`src/rtl/sds_pkg.sv`:
```
package sds_pkg;

  localparam int BYTE_W = 8;

  typedef enum logic [2:0] {
    ST_IDLE,
    ST_WAIT_GO,
    ST_GET_LAST,
    ST_GET_SKIP,
    ST_GET_HI,
    ST_GET_LO,
    ST_SETTLE,
    ST_PLAY
  } sds_state_e;

  // Byte address of one half of a directory entry (lsb=0 high byte, 1 low byte)
  function automatic logic [31:0] dir_word_addr(input logic [BYTE_W-1:0] idx,
                                                input logic lsb);
    return (32'(idx) << 1) + 32'd5 + 32'(lsb);
  endfunction

  // Big-endian word address converted to a byte address, plus one
  function automatic logic [31:0] start_from_dir(input logic [BYTE_W-1:0] hi,
                                                 input logic [BYTE_W-1:0] lo);
    return ((32'(hi) << 9) | (32'(lo) << 1)) + 32'd1;
  endfunction

endpackage

```
`src/rtl/sds_clkdiv.sv`:
```
module sds_clkdiv #(
  parameter int DIV = 4
) (
  input  logic clk,
  input  logic rst_n,
  output logic ce
);
  localparam int CW = (DIV > 1) ? $clog2(DIV) : 1;
  localparam logic [CW-1:0] LAST = CW'(DIV - 1);

  logic [CW-1:0] cnt;

  assign ce = (cnt == LAST);

  always_ff @(posedge clk) begin
    if (!rst_n)  cnt <= '0;
    else if (ce) cnt <= '0;
    else         cnt <= cnt + 1'b1;
  end
endmodule

```
`src/rtl/sds_timer.sv`:
```
module sds_timer #(
  parameter int CNT_W = 7
) (
  input  logic             clk,
  input  logic             rst_n,
  input  logic             ce,
  input  logic             load,
  input  logic [CNT_W-1:0] load_val,
  output logic             expire
);
  logic [CNT_W-1:0] cnt;

  assign expire = ce && (cnt == CNT_W'(1));

  always_ff @(posedge clk) begin
    if (!rst_n)                  cnt <= '0;
    else if (load)               cnt <= load_val;
    else if (ce && cnt != '0)    cnt <= cnt - 1'b1;
  end
endmodule

```
`src/rtl/sds_dir_regs.sv`:
```
module sds_dir_regs
  import sds_pkg::*;
(
  input  logic              clk,
  input  logic              rst_n,
  input  logic              take_req,
  input  logic [BYTE_W-1:0] req_in,
  input  logic              take_last,
  input  logic              take_hi,
  input  logic              take_lo,
  input  logic [BYTE_W-1:0] data,
  output logic [BYTE_W-1:0] req,
  output logic [BYTE_W-1:0] last,
  output logic [BYTE_W-1:0] hi,
  output logic [BYTE_W-1:0] lo
);
  always_ff @(posedge clk) begin
    if (!rst_n) begin
      req  <= '0;
      last <= '0;
      hi   <= '0;
      lo   <= '0;
    end else begin
      if (take_req)  req  <= req_in;
      if (take_last) last <= data;
      if (take_hi)   hi   <= data;
      if (take_lo)   lo   <= data;
    end
  end
endmodule

```
`src/rtl/sample_dir_seq.sv`:
```
module sample_dir_seq
  import sds_pkg::*;
#(
  parameter int DIV      = 4,
  parameter int ADDR_W   = 17,
  parameter int D_START  = 70,
  parameter int D_HEAD   = 44,
  parameter int D_DUMMY  = 28,
  parameter int D_HI     = 32,
  parameter int D_LO     = 44,
  parameter int D_SETTLE = 36
) (
  input  logic              clk,
  input  logic              rst_n,
  input  logic              start,
  input  logic [BYTE_W-1:0] sample_num,
  input  logic [BYTE_W-1:0] rom_data,
  output logic [ADDR_W-1:0] rom_addr,
  output logic              drq,
  output logic              busy,
  output logic              play_go,
  output logic [ADDR_W-1:0] play_addr,
  input  logic              play_done
);
  localparam int M1    = (D_START > D_HEAD) ? D_START : D_HEAD;
  localparam int M2    = (D_DUMMY > D_HI) ? D_DUMMY : D_HI;
  localparam int M3    = (D_LO > D_SETTLE) ? D_LO : D_SETTLE;
  localparam int M12   = (M1 > M2) ? M1 : M2;
  localparam int MAX_D = (M12 > M3) ? M12 : M3;
  localparam int CNT_W = $clog2(MAX_D + 1);

  sds_state_e st, st_n;
  logic start_q, start_rise;
  logic ce, tmr_expire, t_load;
  logic [CNT_W-1:0] t_val;
  logic tk_req, tk_last, tk_hi, tk_lo, go_n;
  logic [BYTE_W-1:0] req_q, last_q, hi_q, lo_q;
  logic fetch_last_done, too_far;

  sds_clkdiv #(.DIV(DIV)) u_div (.clk(clk), .rst_n(rst_n), .ce(ce));

  sds_timer #(.CNT_W(CNT_W)) u_tmr (
    .clk(clk), .rst_n(rst_n), .ce(ce), .load(t_load),
    .load_val(t_val), .expire(tmr_expire)
  );

  sds_dir_regs u_regs (
    .clk(clk), .rst_n(rst_n), .take_req(tk_req), .req_in(sample_num),
    .take_last(tk_last), .take_hi(tk_hi), .take_lo(tk_lo), .data(rom_data),
    .req(req_q), .last(last_q), .hi(hi_q), .lo(lo_q)
  );

  assign start_rise      = start && !start_q;
  assign fetch_last_done = (st == ST_GET_LAST) && tmr_expire;
  assign too_far         = req_q > rom_data;

  always_comb begin
    st_n    = st;
    t_load  = 1'b0;
    t_val   = '0;
    tk_req  = 1'b0;
    tk_last = 1'b0;
    tk_hi   = 1'b0;
    tk_lo   = 1'b0;
    go_n    = 1'b0;
    case (st)
      ST_IDLE: if (start_rise) begin
        st_n = ST_WAIT_GO; t_load = 1'b1; t_val = CNT_W'(D_START); tk_req = 1'b1;
      end
      ST_WAIT_GO: if (tmr_expire) begin
        st_n = ST_GET_LAST; t_load = 1'b1; t_val = CNT_W'(D_HEAD);
      end
      ST_GET_LAST: if (tmr_expire) begin
        tk_last = 1'b1;
        if (too_far) st_n = ST_IDLE;
        else begin
          st_n = ST_GET_SKIP; t_load = 1'b1; t_val = CNT_W'(D_DUMMY);
        end
      end
      ST_GET_SKIP: if (tmr_expire) begin
        st_n = ST_GET_HI; t_load = 1'b1; t_val = CNT_W'(D_HI);
      end
      ST_GET_HI: if (tmr_expire) begin
        tk_hi = 1'b1; st_n = ST_GET_LO; t_load = 1'b1; t_val = CNT_W'(D_LO);
      end
      ST_GET_LO: if (tmr_expire) begin
        tk_lo = 1'b1; st_n = ST_SETTLE; t_load = 1'b1; t_val = CNT_W'(D_SETTLE);
      end
      ST_SETTLE: if (tmr_expire) begin
        st_n = ST_PLAY; go_n = 1'b1;
      end
      ST_PLAY: if (play_done) st_n = ST_IDLE;
      default: st_n = ST_IDLE;
    endcase
  end

  always_ff @(posedge clk) begin
    if (!rst_n) begin
      st        <= ST_IDLE;
      start_q   <= 1'b0;
      play_go   <= 1'b0;
      play_addr <= '0;
    end else begin
      st      <= st_n;
      start_q <= start;
      play_go <= go_n;
      if (go_n) play_addr <= ADDR_W'(start_from_dir(hi_q, lo_q));
    end
  end

  always_comb begin
    case (st)
      ST_GET_SKIP: rom_addr = ADDR_W'(1);
      ST_GET_HI:   rom_addr = ADDR_W'(dir_word_addr(req_q, 1'b0));
      ST_GET_LO:   rom_addr = ADDR_W'(dir_word_addr(req_q, 1'b1));
      default:     rom_addr = '0;
    endcase
  end

  assign drq  = (st == ST_GET_LAST) || (st == ST_GET_SKIP) ||
                (st == ST_GET_HI)   || (st == ST_GET_LO);
  assign busy = (st != ST_IDLE);


  start_accept_chk: assert property (@(posedge clk) disable iff (!rst_n)
    (!busy && start_rise) |=> busy);


  drq_busy_chk: assert property (@(posedge clk) disable iff (!rst_n)
    drq |-> busy);


  abort_idle_chk: assert property (@(posedge clk) disable iff (!rst_n)
    (fetch_last_done && too_far) |=> !busy);


  addr_hold_chk: assert property (@(posedge clk) disable iff (!rst_n)
    (drq && !tmr_expire) |=> $stable(rom_addr));


  go_single_chk: assert property (@(posedge clk) disable iff (!rst_n)
    play_go |=> !play_go);


  go_quiet_chk: assert property (@(posedge clk) disable iff (!rst_n)
    play_go |-> (busy && !drq));

endmodule

```
`config.mk`:
```
export PLATFORM = sky130hd
export DESIGN_NAME = sample_dir_seq
export DESIGN_NICKNAME = d
export VERILOG_FILES = /design/src/rtl/sds_pkg.sv /design/src/rtl/sds_clkdiv.sv /design/src/rtl/sds_timer.sv /design/src/rtl/sds_dir_regs.sv /design/src/rtl/sample_dir_seq.sv
export SDC_FILE = /design/constraint.sdc
export NUM_CORES = 1
export LEC_CHECK = 0
export ABC_AREA = 1
export CAP_MARGIN = 20
export CORE_ASPECT_RATIO = 0.6
export CORE_MARGIN = 5
export CORE_UTILIZATION = 52
export CTS_CLUSTER_SIZE = 30
export DETAILED_ROUTE_END_ITERATION = 7
export HOLD_SLACK_MARGIN = 0.06
export PLACE_DENSITY = 0.88
export SYNTH_ARGS = -nofsm -noshare
export SYNTH_HDL_FRONTEND = slang
export SYNTH_SLANG_ARGS = --single-unit
```
`constraint.sdc`:
```
create_clock -name clk -period 2.7 [get_ports clk]
set_clock_uncertainty 0.2 [all_clocks]
set_input_delay 0.54 -clock clk [delete_from_list [all_inputs] [get_ports clk]]
set_output_delay 0.54 -clock clk [all_outputs]
set_load 0.02 [all_outputs]
```
Word level (Yosys, flattened, before mapping) --
Index checks and enable logic that the tools add are counted.
Cells by class: multiplexer cells 29, equal/unequal tests 17, shifts and indexed selects 0, order comparisons 1, bitwise operators 2, add/subtract/negate cells 5, reduce and logical (&&, ||, !) cells 15, div/mod/pow operators 0, $mul 0
Operators by type and width (number):
- case mux 7 bit (5 select lines) | 1
- case mux 11 bit (3 select lines) | 1
- two-way mux 3 bit | 8
- case mux 3 bit (8 select lines) | 1
- two-way mux 7 bit | 3
- two-way mux 6 bit | 3
- adder 17 x 1 -> 17 bit, second input constant | 1
- OR 17 x 9 -> 17 bit | 1
- != test 2 bit, second input constant | 8
- == test 3 bit, second input constant | 4
- adder 10 x 1 -> 11 bit, second input constant | 1
- adder 9 x 3 -> 10 bit, second input constant | 1
- two-way mux 5 bit | 2
- greater-than comparator 8 bit | 1
- two-way mux 1 bit | 8
- AND reduction 8 bit | 1
- == test 7 x 1 -> 1 bit, second input constant | 1
- nonzero test 7 bit | 1
- subtractor 7 x 1 -> 7 bit, second input constant | 1
- == test 3 x 2 -> 1 bit, second input constant | 2
- OR reduction 2 bit | 2
- OR reduction 4 bit | 1
- == test 3 x 1 -> 1 bit, second input constant | 1
- logical AND 1 bit | 3
- other kinds (10) | 12
Word-level totals: memories kept 0, latch bits 0, bits of input ports 20, RAM bits 0, output and inout port bits 37, bits in registers 55, ROM bits 0

Depth between registers and ports, before layout --
Gate-level depths: netlist of run 1.
depth after elaboration 5, depth in mapped cells 16, depth with buffers taken out 16

Modules after synthesis --
From an unflattened synthesis of run 1, not the netlist that was laid out.
Unflattened totals: cell total of the unflattened synthesis 559, area, all modules 3736.1 µm²
Modules (own cells, without submodules):
- sample_dir_seq | instances 1, cells an instance 270, area an instance 1800.5 µm²
- sds_dir_regs | instances 1, cells an instance 187, area an instance 1315.0 µm²
- sds_timer | instances 1, cells an instance 94, area an instance 549.3 µm²
- sds_clkdiv | instances 1, cells an instance 8, area an instance 71.3 µm²

Least setup slack after synthesis of run 1 --
No wires, ideal clock.
path type reg-to-output, start register u_regs.req[1], end output rom_addr[5], path buffers 0, data arrival time 1640 ps, data required time 1960 ps, cell stages (with the launch flop) 7, slack 320 ps, path through dfxtp_1 -> inv_1 -> ha_1 -> nand3b_1 -> nand2_1 -> inv_1 -> o32ai_1
Between the ends: longest elaborated chain between the ends 3
Ends and longest elaborated chain:
- from (decl) | line sds_dir_regs.sv:12 | output logic [BYTE_W-1:0] req,
- from (signal assigned) | line sds_dir_regs.sv:24 | if (take_req) req <= req_in;
- adder 9 x 3 -> 10 bit * | line sds_pkg.sv:19 | return (32'(idx) << 1) + 32'd5 + 32'(lsb);
- adder 10 x 1 -> 11 bit | line sds_pkg.sv:19
- case mux 11 bit (3 select lines) * | line sample_dir_seq.sv:112 | case (st)
- to (decl) | line sample_dir_seq.sv:18 | output logic [ADDR_W-1:0] rom_addr,
Every way passes the cells marked *; elsewhere a longest branch is shown, timed or not.

Worst setup path in the final report of run 1 --
start register u_regs.req[1], end output rom_addr[8]
Same word-level chain as after synthesis.

==> results.md, run 1 <==
- Clock slew at reported path FFs: 100 ps
- Die Y: 68.6 um
- Clk pwr share: 0.193
- Maximum clock path buffer count: 2
- Pins over their slew limit: 0
- Final instance area: 0.00379 mm^2
- Logic gate share of total power: 0.391
- Routed wire per std cell: 13.8 um
- CTS tree: built
- Arrival time worst endpoint: 1950 ps
- Post-DRT Antenna Nets: 0
- Diode count: 0
- IO Count: 57
- Fin Setup TNS: 0 ps
- Pwr dens: 623 mW/mm^2
- Reg power frac: 0.416
- Critical path class: reg -> out
- CORE AREA: 0.00557 mm^2
- Post-synthesis cell type count: 45
- Pwr Total: 2.36 mW
- Max frequency: 371 MHz
- Maximum Capacitance Violations: 0
- Cell family with most CP delay: compound AO/OA/AOI/OAI gates
- Fill count: 510
- Post-Synthesis Cells: 397
- Num rows: 21
- Root Buffer: clkbuf_8
- Critical Path Max Stage Delay: 400 ps
- Register area: 0.00111 mm^2
- Layout area overhead: 27.4%
- Mapped Avg Cell Area: 7.49 um^2
- Placement-stage cell area: 0.00361 mm^2
- RSZ-0062 raised after global routing: true
- Critical path required time: 1960 ps
- Status: completed
- Total track usage: 0.213
- Clk Latency, worst-skew pair: 320 ps
- P_int: 1.46 mW
- Switching power share of the total: 0.380
- P_leak: 1.67 nW
- Final Hold Viols: 0
- Overflow after GRT: 0
- CTS buffer count: 5
- Fin nets: 502
- Vias/cell: 5.22
- Slowest-stage cell, CP: dfxtp_4
- Routability cong.: 0.914
- Drt initial violations: 182
- Warnings, synthesis: 0
- Final min period: 2690 ps
- Area of the multi-input gates: 0.00166 mm^2
- Largest net degree at the start of global routing: 50
- Chip width: 108 um
- Buffers added on ports: 49
- Hold slack final: 238 ps
- Worst vdd ir: 277 uV
- First-pass GRT wire length: 12500 um
- Startpoint class of the critical path: flip-flop
- Seq/Total Area, Yosys: 0.370
- CP bufs+invs: 2
- HPWL Detailed: 5630 um
- Antenna violations before repair: 0
- Yosys reg bits: 55
- Routed vias: 2860
- Vias in the first global route: 2657
- Crit share post-route: 0.997
- CTS Sinks: 55
- Psw: 898 uW
- Final count of negative-setup-slack endpoints: 0
- Drc violations: 0
- Ratio of cells with drive above 1 in the final layout: 0.175
- Synthesized cell area: 0.00298 mm^2
- Die area: 0.00738 mm^2
- Post-CTS Hold Fix Bufs: 0
- Class of the worst hold path: reg -> reg
- Worst Setup End Kind: primary output
- Cell Chain, Critical Path: buf_4 > nand4_1 > o21ai_2 > nand2_1 > o21ai_1 > nand2_1 > o22ai_1 > buf_4
- H-tree depth: 2
- DRT Pass-1 Iters: 5
- Initial Util: 0.534
- CP max FO: 5
- DRT Wirelength: 7560 um
-- power groups by stage --
stage | Combinational [mW] | Clock [mW] | Sequential (mW)
2_1_floorplan | 0.604 | 0 | 0.978
3_3_place_gp | 0.833 | 0 | 0.980
3_5_place_dp | 0.857 | 0 | 0.985
4_1_cts | 0.863 | 0.460 | 0.971
5_1_grt | 1.04 | 0.488 | 0.995
6_report | 0.923 | 0.455 | 0.984
-- cells by family after synthesis --
group | after synthesis | share of synthesized area
buffers and inverters | 60 | 0.103
adder cells (fa/ha/maj) | 15 | 0.0631
XOR/XNOR | 8 | 0.0261
other | 1 | 0.00126
flip-flops | 55 | 0.370
AO/OA/AOI/OAI | 91 | 0.166
AND/OR/NAND/NOR | 167 | 0.271
-- cells in the mapped netlist, drive strengths merged --
cell type	number	share of area
nand4	6	0.018
nor3b	2	0.0050
or2	2	0.0042
nand3	17	0.034
nand3b	2	0.0050
a21o	1	0.0025
ha	15	0.063
buf	15	0.044
o22ai	4	0.0084
a21oi	27	0.047
o31ai	1	0.0025
o21ai	52	0.087
o2111ai	1	0.0029
o32ai	1	0.0029
conb	1	0.0013
dfxtp	55	0.37
xor2	7	0.023
o311ai	1	0.0029
a211oi	1	0.0025
or3	1	0.0021
nor2	75	0.10
a31oi	1	0.0042
clkbuf	4	0.0050
a41oi	1	0.0029
xnor2	1	0.0029
nand2	52	0.071
inv	41	0.053
nor3	10	0.026
-- final timing paths --
kind              depth (start not counted)           from           end  slack [ps]
setup reg to reg                         14  u_regs.req[1]  u_tmr.cnt[6]         570
hold reg to reg                           1   u_div.cnt[0]  u_div.cnt[0]         240
hold / removal                            1   u_div.cnt[0]  u_div.cnt[0]         240
setup / recovery                          8  u_regs.req[1]   rom_addr[8]           8
-- layer usage --
metal  up-vias  wire, um  track usage
met5         -         0            0
met4         0        78       0.0441
met3         8       498       0.0530
met2       102      3450        0.343
met1      1314      3540        0.293
li1       1436         -            -
-- cells in the final DEF, fill, tap and decap left out, types with 2 or more instances in the layout --
cell type        Yosys  final
a21oi_1             26     26
nand2_2              1      3
inv_4                2      2
nand2_4              2      2
ha_1                15     13
nand3b_1             2      2
nor3_1               7      7
clkbuf_8             0      5
nor3_4               2      2
dfxtp_1             55     51
xor2_1               6      5
dlygate4sd2_1        0      4
nand3_1             15     15
inv_1               33     31
dfxtp_4              0      3
nor2_4               2      2
o22ai_1              4      3
inv_2                6      8
nor3b_1              2      2
o21ai_1              8      9
ha_4                 0      2
nor2_1              67     66
o21ai_0             44     42
nand2_1             49     47
conb_1               1      7
nor2_2               6      7
clkdlybuf4s50_1      0     39
nand4_1              5      5
buf_4                8     31
-- final cells by class --
class / instances / share of cell area
repair buffers: 76 / 0.178
clock buffers: 6 / 0.0191
well taps: 80 / 0.0264
flip-flops and latches: 55 / 0.294
clock inverters: 2 / 0.00330
multi-input cells: 288 / 0.437
inverters: 41 / 0.0419
-- through the flow --
step | setup slack [ps] | utilization | std cells
global placement | -146 | 0.648 | 535
detailed placement | -242 | 0.648 | 535
CTS | -64.0 | 0.662 | 543
global route | -161 | 0.681 | 548
floorplan | 320 | - | 403
finish | 8.15 | 0.681 | 548
-- state kept, by name, indices dropped and copies added (netlist names) --
register and flops:
u_tmr.cnt 7, play_addr 17, u_regs.req 8, start_q 1
play_go 1, u_div.cnt 2, u_regs.hi 8, st 3
u_regs.lo 8
-- what timing repair did --
item,in CTS,in global routing
setup endpoints to repair,9,7
setup buffers,0,5
gates resized for setup,33,22
pin swaps,0,6
endpoints found under the hold margin,0,0
(Power assumes the default switching activity.)
==> run 2, diff against run 1 <==
SLEW_MARGIN = 20   (was unset)
==> results of run 2 <==
Final layout, timing and power as in run 1 (identical DEF).
==> run 3, diff against run 2 <==
HOLD_SLACK_MARGIN = 0.1   (was 0.06)
==> results of run 3 <==
Final layout, timing and power as in run 1 (identical DEF).
